**src/rtl/sser_pkg.sv**
```systemverilog
package sser_pkg;

   // Transaction phases of the serial converter controller
   typedef enum logic [2:0] {
      PH_IDLE,
      PH_ADDR,
      PH_SETTLE,
      PH_CONV,
      PH_REPLAY,
      PH_DONE
   } phase_e;

endpackage

```
**src/rtl/sser_addr_capture.sv**
```systemverilog
// Start-bit hunt and assignment-word capture; latches the channel routing.
module sser_addr_capture #(
   parameter  int CHANNELS = 8,
   localparam int CHW      = $clog2(CHANNELS),
   localparam int NFIELD   = CHW + 1,
   localparam int CW       = $clog2(NFIELD)
) (
   input  logic           clk,
   input  logic           rst_n,
   input  logic           clr,
   input  logic           en,
   input  logic           rise,
   input  logic           sdi,
   output logic           done,
   output logic [CHW-1:0] pos_ch,
   output logic [CHW-1:0] neg_ch,
   output logic           neg_com
);

   logic              started;
   logic [CW-1:0]     cnt;
   logic [NFIELD-2:0] sh;
   logic [NFIELD-1:0] word;
   logic              take;

   assign take = en & rise;
   assign done = take & started & (cnt == CW'(NFIELD - 1));
   assign word = {sh, sdi};

   always_ff @(posedge clk or negedge rst_n) begin
      if (!rst_n) begin
         started <= 1'b0;
         cnt     <= '0;
         sh      <= '0;
         pos_ch  <= '0;
         neg_ch  <= '0;
         neg_com <= 1'b0;
      end else if (clr) begin
         started <= 1'b0;
         cnt     <= '0;
         sh      <= '0;
         pos_ch  <= '0;
         neg_ch  <= '0;
         neg_com <= 1'b0;
      end else if (take) begin
         if (!started) begin
            started <= sdi;
            cnt     <= '0;
         end else if (done) begin
            pos_ch  <= {word[NFIELD-3:0],  word[NFIELD-2]};
            neg_ch  <= {word[NFIELD-3:0], ~word[NFIELD-2]};
            neg_com <= word[NFIELD-1];
            started <= 1'b0;
         end else begin
            sh  <= word[NFIELD-2:0];
            cnt <= cnt + 1'b1;
         end
      end
   end

endmodule

```
**src/rtl/sser_sar_engine.sv**
```systemverilog
// Successive-approximation register: one decision per step, MSB first.
module sser_sar_engine #(
   parameter  int RES = 8,
   localparam int IW  = $clog2(RES)
) (
   input  logic           clk,
   input  logic           rst_n,
   input  logic           clr,
   input  logic           load,
   input  logic           step,
   input  logic           cmp_hi,
   output logic [RES-1:0] trial,
   output logic           last
);

   logic [RES-1:0] code;
   logic [IW-1:0]  idx;

   assign trial = code;
   assign last  = (idx == '0);

   always_ff @(posedge clk or negedge rst_n) begin
      if (!rst_n) begin
         code <= '0;
         idx  <= '0;
      end else if (clr) begin
         code <= '0;
         idx  <= '0;
      end else if (load) begin
         code <= {1'b1, {(RES-1){1'b0}}};
         idx  <= IW'(RES - 1);
      end else if (step) begin
         if (idx == '0) begin
            code <= '0;
         end else begin
            code[idx]        <= cmp_hi;
            code[idx - 1'b1] <= 1'b1;
            idx              <= idx - 1'b1;
         end
      end
   end

endmodule

```
**src/rtl/sser_out_shift.sv**
```systemverilog
// Serial output path: settling low, MSB-first capture, LSB-first replay.
module sser_out_shift #(
   parameter  int RES     = 8,
   parameter  bit HOLD_EN = 1'b1,
   localparam int IW      = $clog2(RES)
) (
   input  logic clk,
   input  logic rst_n,
   input  logic clr,
   input  logic settle,
   input  logic conv_v,
   input  logic conv_bit,
   input  logic replay_step,
   input  logic hold,
   output logic sdo,
   output logic sdo_oe,
   output logic replay_last
);

   logic [RES-1:0] cap;
   logic [IW-1:0]  rcnt;
   logic           gate;
   logic           advance;

   generate
      if (HOLD_EN) begin : g_hold
         assign gate = ~hold;
         AST_HOLD_LSB: assert property (@(posedge clk) disable iff (!rst_n || clr)
            (replay_step && hold) |=> $stable(sdo));
      end else begin : g_nohold
         assign gate = 1'b1;
      end
   endgenerate

   assign advance     = replay_step & gate;
   assign replay_last = advance & (rcnt == IW'(RES - 2));

   always_ff @(posedge clk or negedge rst_n) begin
      if (!rst_n) begin
         sdo    <= 1'b0;
         sdo_oe <= 1'b0;
         cap    <= '0;
         rcnt   <= '0;
      end else if (clr) begin
         sdo    <= 1'b0;
         sdo_oe <= 1'b0;
         cap    <= '0;
         rcnt   <= '0;
      end else if (settle) begin
         sdo_oe <= 1'b1;
         sdo    <= 1'b0;
      end else if (conv_v) begin
         sdo  <= conv_bit;
         cap  <= {cap[RES-2:0], conv_bit};
         rcnt <= '0;
      end else if (advance) begin
         sdo  <= cap[1];
         cap  <= {1'b0, cap[RES-1:1]};
         rcnt <= rcnt + 1'b1;
      end
   end

endmodule

```
**src/rtl/sser_adc_ctrl.sv**
```systemverilog
// Top: serial transaction sequencer for the successive-approximation core.
module sser_adc_ctrl
   import sser_pkg::*;
#(
   parameter  int CHANNELS = 8,
   parameter  int RES      = 8,
   localparam int CHW      = $clog2(CHANNELS),
   localparam bit HOLD_EN  = (CHANNELS == 8)
) (
   input  logic           clk,
   input  logic           rst_n,
   input  logic           cs_n,
   input  logic           sclk,
   input  logic           sdi,
   input  logic           hold_lsb,
   input  logic           cmp_hi,
   output logic           sdo,
   output logic           sdo_oe,
   output logic           busy,
   output logic           busy_oe,
   output logic [CHW-1:0] pos_ch,
   output logic [CHW-1:0] neg_ch,
   output logic           neg_com,
   output logic [RES-1:0] trial
);

   generate
      if (CHANNELS != 4 && CHANNELS != 8) begin : g_bad_channels
         $error("sser_adc_ctrl: CHANNELS must be 4 or 8");
      end
      if (RES < 2) begin : g_bad_res
         $error("sser_adc_ctrl: RES must be at least 2");
      end
   endgenerate

   phase_e phase;
   logic   sclk_q;
   logic   rise, fall;
   logic   addr_done, sar_last, replay_last;
   logic   conv_step;

   assign rise      = sclk & ~sclk_q;
   assign fall      = ~sclk & sclk_q;
   assign conv_step = fall && (phase == PH_CONV);

   always_ff @(posedge clk or negedge rst_n) begin
      if (!rst_n) sclk_q <= 1'b0;
      else        sclk_q <= sclk;
   end

   always_ff @(posedge clk or negedge rst_n) begin
      if (!rst_n) begin
         phase   <= PH_IDLE;
         busy    <= 1'b0;
         busy_oe <= 1'b0;
      end else if (cs_n) begin
         phase   <= PH_IDLE;
         busy    <= 1'b0;
         busy_oe <= 1'b0;
      end else begin
         busy_oe <= 1'b1;
         case (phase)
            PH_IDLE:   phase <= PH_ADDR;
            PH_ADDR:   if (addr_done) begin
                          phase <= PH_SETTLE;
                          busy  <= 1'b1;
                       end
            PH_SETTLE: if (fall) phase <= PH_CONV;
            PH_CONV:   if (conv_step && sar_last) begin
                          phase <= PH_REPLAY;
                          busy  <= 1'b0;
                       end
            PH_REPLAY: if (replay_last) phase <= PH_DONE;
            default:   phase <= PH_DONE;
         endcase
      end
   end

   sser_addr_capture #(.CHANNELS(CHANNELS)) u_addr (
      .clk     (clk),
      .rst_n   (rst_n),
      .clr     (cs_n),
      .en      (phase == PH_ADDR),
      .rise    (rise),
      .sdi     (sdi),
      .done    (addr_done),
      .pos_ch  (pos_ch),
      .neg_ch  (neg_ch),
      .neg_com (neg_com)
   );

   sser_sar_engine #(.RES(RES)) u_sar (
      .clk    (clk),
      .rst_n  (rst_n),
      .clr    (cs_n),
      .load   (addr_done),
      .step   (conv_step),
      .cmp_hi (cmp_hi),
      .trial  (trial),
      .last   (sar_last)
   );

   sser_out_shift #(.RES(RES), .HOLD_EN(HOLD_EN)) u_out (
      .clk         (clk),
      .rst_n       (rst_n),
      .clr         (cs_n),
      .settle      (fall && (phase == PH_SETTLE)),
      .conv_v      (conv_step),
      .conv_bit    (cmp_hi),
      .replay_step (fall && (phase == PH_REPLAY)),
      .hold        (hold_lsb),
      .sdo         (sdo),
      .sdo_oe      (sdo_oe),
      .replay_last (replay_last)
   );

   AST_IDLE_HIZ: assert property (@(posedge clk) disable iff (!rst_n)
      cs_n |=> (!sdo_oe && !busy_oe && !busy));

   AST_SEL_FROZEN: assert property (@(posedge clk) disable iff (!rst_n || cs_n)
      (busy && $past(busy)) |-> ($stable(pos_ch) && $stable(neg_ch) && $stable(neg_com)));

   AST_LEAD_LOW: assert property (@(posedge clk) disable iff (!rst_n)
      $rose(sdo_oe) |-> !sdo);

   AST_TRIAL_IDLE: assert property (@(posedge clk) disable iff (!rst_n || cs_n)
      !busy |-> (trial == '0));

   AST_DONE_STATIC: assert property (@(posedge clk) disable iff (!rst_n || cs_n)
      (phase == PH_DONE && $past(phase) == PH_DONE) |-> $stable(sdo));

endmodule

```
**config.mk**
```make
export PLATFORM = sky130hd
export DESIGN_NAME = sser_adc_ctrl
export DESIGN_NICKNAME = d
export VERILOG_FILES = /design/src/rtl/sser_pkg.sv /design/src/rtl/sser_addr_capture.sv /design/src/rtl/sser_sar_engine.sv /design/src/rtl/sser_out_shift.sv /design/src/rtl/sser_adc_ctrl.sv
export SDC_FILE = /design/constraint.sdc
export NUM_CORES = 1
export LEC_CHECK = 0
export ABC_AREA = 1
export BUFFER_PORTS_ARGS = -buffer_cell sky130_fd_sc_hd__buf_2
export CORE_ASPECT_RATIO = 0.5
export CORE_MARGIN = 2
export CORE_UTILIZATION = 45
export CTS_BUF_LIST = sky130_fd_sc_hd__clkbuf_16
export DETAILED_ROUTE_END_ITERATION = 10
export GPL_TIMING_DRIVEN = 0
export MAX_ROUTING_LAYER = met4
export PLACE_DENSITY_LB_ADDON = 0.3
export SETUP_SLACK_MARGIN = 0.4
export SLEW_MARGIN = 20
export SYNTH_ARGS = -nofsm -noshare
export SYNTH_HDL_FRONTEND = slang
export SYNTH_SLANG_ARGS = --single-unit
```
**constraint.sdc**
```tcl
create_clock -name clk -period 1.7 [get_ports clk]
set_input_delay 0.17 -clock clk [delete_from_list [all_inputs] [get_ports clk]]
set_output_delay 0.17 -clock clk [all_outputs]
set_load 0.01 [all_outputs]
```
======== Word level (Yosys, flattened, before mapping) ========
Index checks and enable logic that the tools add are counted.
storage, ports and cells
  flip-flop bits (word level) ............. 43
  bits in latches ......................... 0
  RAM bits ................................ 0
  memory bits (read-only) ................. 0
  logic and storage cells ................. 134
  memories ................................ 0
operators by class
  add/subtract/negate cells ............... 3
  $mul .................................... 0
  div/mod/pow operators ................... 0
  order comparisons ....................... 4
  equal/unequal tests ..................... 14
  shift operators ......................... 0
  multiplexer cells ....................... 62
  bitwise gates (word level) .............. 12
  reductions and logical operators ........ 23
operators by type and width
  cell                count
  $mux 3              25
  $mux 8              8
  $mux 1              20
  $ne 3x3->1 const B  5
  $pmux 3 s5          1
  $reduce_and 3->1    3
  $reduce_bool 3->1   3
  $bwmux 8            1
  $lt 3x4->1 const B  2
  $mux 2              4
  $or 8x8->8          1
  $reduce_bool 2->1   4
  $and 1x1->1         7
  $demux 1 s3         2
  $eq 3x2->1 const B  2
  $eq 3x3->1 const B  2
  $ge 3x1->1 const B  2
  $logic_and 1x1->1   6
  $logic_not 3->1     2
  $reduce_and 2->1    3
  $ne 2x2->1 const B  2
  $not 1->1           4
  $reduce_and 4->1    1
  $reduce_bool 4->1   1
  7 further kinds     7

======== Logic depth before layout (Yosys ltp) ========
  depth after elaboration ................. 10
  mapped depth ............................ 12
  mapped depth without buffers ............ 11

======== By module ========
Synthesis repeated with hierarchy kept, for this count alone.
second synthesis, totals
  cells, all modules ...................... 322
  area total of the unflattened synthesis .. 2404.8 µm²
by module, submodules not included
  module             times used  cells an instance  area an instance (µm²)  seq. area each (µm²)
  sser_sar_engine    1           106                805.8                   275.3
  sser_out_shift     1           100                715.7                   325.3
  sser_addr_capture  1           61                 520.5                   275.3
  sser_adc_ctrl      1           55                 362.8                   150.1

======== Worst setup path before layout ========
No wires, ideal clock.
  path kind ............................... reg2reg
  start point ............................. reg u_sar.idx[0]
  end point ............................... reg phase[0]
  setup time .............................. 0.119 ns
  arrival ................................. 1.628 ns
  data required time ...................... 1.581 ns
  path slack .............................. -0.047 ns
  cell stages (with the launch flop) ...... 9
  path buffers ............................ 2
  cells stage by stage .................... dfrtp_1 > clkbuf_1 > inv_1 > buf_2 > ha_1 > nand2_1 > o21ai_0 > nand3_1 > and2_1
on the way
  longest elaborated chain between the ends .. 4
RTL lines
  element                     RTL line               RTL
  from (decl)                 sser_sar_engine.sv:17  logic [IW-1:0] idx;
  from (signal assigned)      sser_sar_engine.sv:31  idx <= IW'(RES - 1);
  from (signal assigned)      sser_sar_engine.sv:38  idx <= idx - 1'b1;
  $logic_not 3->1             sser_sar_engine.sv:20  assign last = (idx == '0);
  $logic_and 1x1->1           sser_adc_ctrl.sv:69    PH_CONV: if (conv_step && sar_last) begin
  $ne 3x2->1 (no line)        -
  $reduce_and 4->1 (no line)  -
  to (signal assigned)        sser_adc_ctrl.sv:68    PH_SETTLE: if (fall) phase <= PH_CONV;
  to (signal assigned)        sser_adc_ctrl.sv:70    phase <= PH_REPLAY;
  to (signal assigned)        sser_adc_ctrl.sv:73    PH_REPLAY: if (replay_last) phase <= PH_DONE;
  to (decl)                   sser_adc_ctrl.sv:36    phase_e phase;
Every way passes these cells.
A chain may end at the register's enable or synchronous reset.

======== Worst setup path in the final report ========
  start point ............................. reg u_sar.idx[0]
  end point ............................... reg phase[1]
The elaborated chain is that of the path after synthesis.

==> results.yml <==
sta:
  setup_violations: 0
  worstMarginPinSlew_ns: 0.922
  clock_skew_ns: 0.00281
  setup-tns-final_ns: 0
  max-slew-margin-rel_pct: 38.5
  holdWs_ns: 0.0215
  final-hold-violation-count: 0
  fmax_mhz: 661
  finalMaxSlewViolations: 0
  rsz0062_at_grt: "true"
  fin_crit_sh_pct: 89.0
  fin_crit_ns: 1.51
cts:
  cts_made_buffers: 5
  cts_tree: "yes"
  clock-sinks: 41
  postCtsHoldBufs: 0
  clock-root-buffer: "clkbuf_16"
  cts.path.max_buffers: 2
  cts.htree.levels: 2
  clk_pin_slew_ns: 0.06
  clock_latency_ns: 0.28
pwr:
  seqPwrFrac_pct: 42.4
  switching_share_pct: 31.0
  combPwrFrac_pct: 24.4
  clkPwrFrac_pct: 33.2
  pwr_density_cell_nw_per_um2: 853
  p_total_mw: 2.67
  p_int_mw: 1.84
  ir_drop_mv: 0.422
  p_switching_mw: 0.828
  power_leakage_nw: 1.57
yosys:
  avgSynthCellArea_um2: 8.09
  yosysSeqAreaShare_pct: 47.0
  synth_cell_types: 33
  yosysWarningCount: 0
  syn_inst: 270
  synth_nets: 282
  netlist_area_um2: 2180
  ys_ff_latch: 41
floorplan:
  die_h_um: 53.3
  boundaryPins: 26
  core_area_um2: 4530
  rows: 17
  dieWidth_um: 103
  dieArea_um2: 5460
  initial_core_util_pct: 48.2
global_route:
  grt_pass1_wl_um: 8980
  grt_start_max_net_pins: 42
  grt-ovfl-total: 0
  grt_pass1_vias: 1936
  grt_antenna_before_repair: 0
  global_route.usage.total_pct: 22.7
finish:
  seqCellArea_um2: 1030
  nNetsFinal: 348
  drive_gt1_share_pct: 45.8
  area_delta_synth_final_pct: 43.4
  n_fill_cell: 317
  stdcell_count: 402
  diodes: 0
  final_area_um2: 3130
  multi_input_area_um2: 1280
place:
  gp_routability_congestion: 0.842
  hpwl_um: 3270
  place_inst: 360
  place_area_um2: 2450
  portBuffers: 24
detailed_routing:
  drtIter0Drc: 148
  dr.pass1.iters: 4
  drt_wl_total_um: 6020
  ant_nets: 0
  viasPerCell: 5.41
  vias: 2175
  post-route-drc-count: 0
  routedWlPerCell_um: 15.0
worst_setup_path:
  worst_ep_required_time_ns: 1.92
  cp.arrival_ns: 1.73
  worst_setup_path_end_kind: "flop"
  start_kind: "flop"
  worstSetupPathType: "reg -> reg"
  crit_path_max_fanout: 4
outcome:
  status: "complete, no violations"
min_path:
  hp-class: "in -> async"
job:
  drv_cap: 0
-- kinds of logic after synthesis --
kind of cell | Yosys count | synth area share, %
simple gates | 143 | 30.9
flops | 41 | 47.0
buf+inv | 38 | 7.45
compound gates | 43 | 11.7
fa+ha+maj | 5 | 2.87
-- cells in the mapped netlist (all sizes together) --
cell,n,share of area (%)
o211ai,3,1.0
nand2,89,16
dfrtp,41,47
o21ai,26,6.0
o21a,1,0.34
nand4,5,2.1
o22ai,1,0.29
a21oi,6,1.9
a31oi,1,0.29
buf,7,2.1
and2,1,0.29
ha,5,2.9
clkbuf,1,0.17
o221ai,4,1.6
nor2,15,3.8
nand3,28,7.0
nor3,5,1.9
o31ai,1,0.34
inv,30,5.2
-- final cells by class --
class,instances,share of cell area [%]
Clock inverter,2,0.240
Inverter,30,4.20
Tap cell,66,2.64
Buffer,8,2.24
Clock buffer,5,4.00
Sequential cell,41,32.9
Timing Repair Buffer,57,12.9
Multi-Input combinational cell,193,40.8
-- per-stage QoR --
step                      util, %  setup slack [ns]
after floorplan                 -             0.273
after global placement       54.0             0.177
after detailed placement     54.0             0.141
after CTS                    64.0             0.270
after global routing         69.1             0.119
final                        69.1             0.188
-- routing by layer --
layer	wire (um)	global-route usage [%]	part of all wire, %
met3	316	4.36	5.2
met4	106	8.00	1.8
met2	3040	36.4	51
met1	2560	29.4	42
met5	0	-	0
-- critical path, cell delays in order, from the launching register on --
cell and delay (ns):
dfrtp_1 0.37, clkbuf_8 0.14, inv_4 0.05, buf_8 0.11
ha_4 0.15, nand2_4 0.07, o21ai_4 0.22, buf_6 0.13
nand4_1 0.10, nand2_1 0.09
-- power groups by stage --
stage	logic, mW	registers (mW)	clock network, mW
after detailed placement	0.372	1.11	0
after global placement	0.362	1.11	0
after floorplan	0.279	1.11	0
after global routing	0.697	1.14	0.942
final	0.651	1.13	0.888
after CTS	0.498	1.12	0.886
-- cells in the final DEF, fill, tap and decap left out, types with 8 or more instances in the layout --
cell type and count:
dfrtp_1 38, nand3_1 19, nor2_1 9, inv_1 18, nand2_2 28, nand3_2 8, nand2_1 54, o21ai_1 18
buf_4 25, buf_6 11, buf_2 27
-- registers in the layout, indices dropped and copies added, names as in the netlist --
| register | count |
|---|---|
| u_addr.pos_ch | 2 |
| sclk_q | 1 |
| u_sar.idx | 3 |
| u_out.sdo_oe | 1 |
| u_out.rcnt | 3 |
| u_sar.trial | 8 |
| phase | 3 |
| u_addr.started | 1 |
| busy | 1 |
| u_out.cap | 8 |
| busy_oe | 1 |
| u_addr.cnt | 2 |
| u_out.sdo | 1 |
| u_addr.neg_ch | 2 |
| u_addr.neg_com | 1 |
| u_addr.sh | 3 |
-- final timing paths --
kind | to | slack (ns) | cells past startpoint | from
hold reg to reg | u_addr.neg_ch[0]$_DFFE_PN0P_ | 0.45 | 1 | u_addr.sh[1]$_DFFE_PN0P_
min in group clk | sclk_q$_DFF_PN0_ | 0.03 | 1 | sclk
setup / recovery | phase[1]$_DFFE_PN0P_ | 0.19 | 9 | u_sar.idx[0]$_DFFE_PN0P_
max in group asynchronous | u_sar.idx[1]$_DFFE_PN0P_ | 1.05 | 1 | rst_n
hold / removal | u_sar.trial[6]$_DFFE_PN0P_ | 0.02 | 1 | rst_n
setup reg to reg | phase[1]$_DFFE_PN0P_ | 0.19 | 9 | u_sar.idx[0]$_DFFE_PN0P_
-- repair_timing --
action                                  CTS  global route
cloned                                    3             0
endpoints found under the setup margin   37            39
pin swaps                                17            17
setup buffers                            21            11
resized for setup                        40            50
No activity file was read; power rests on OpenSTA's default activity.
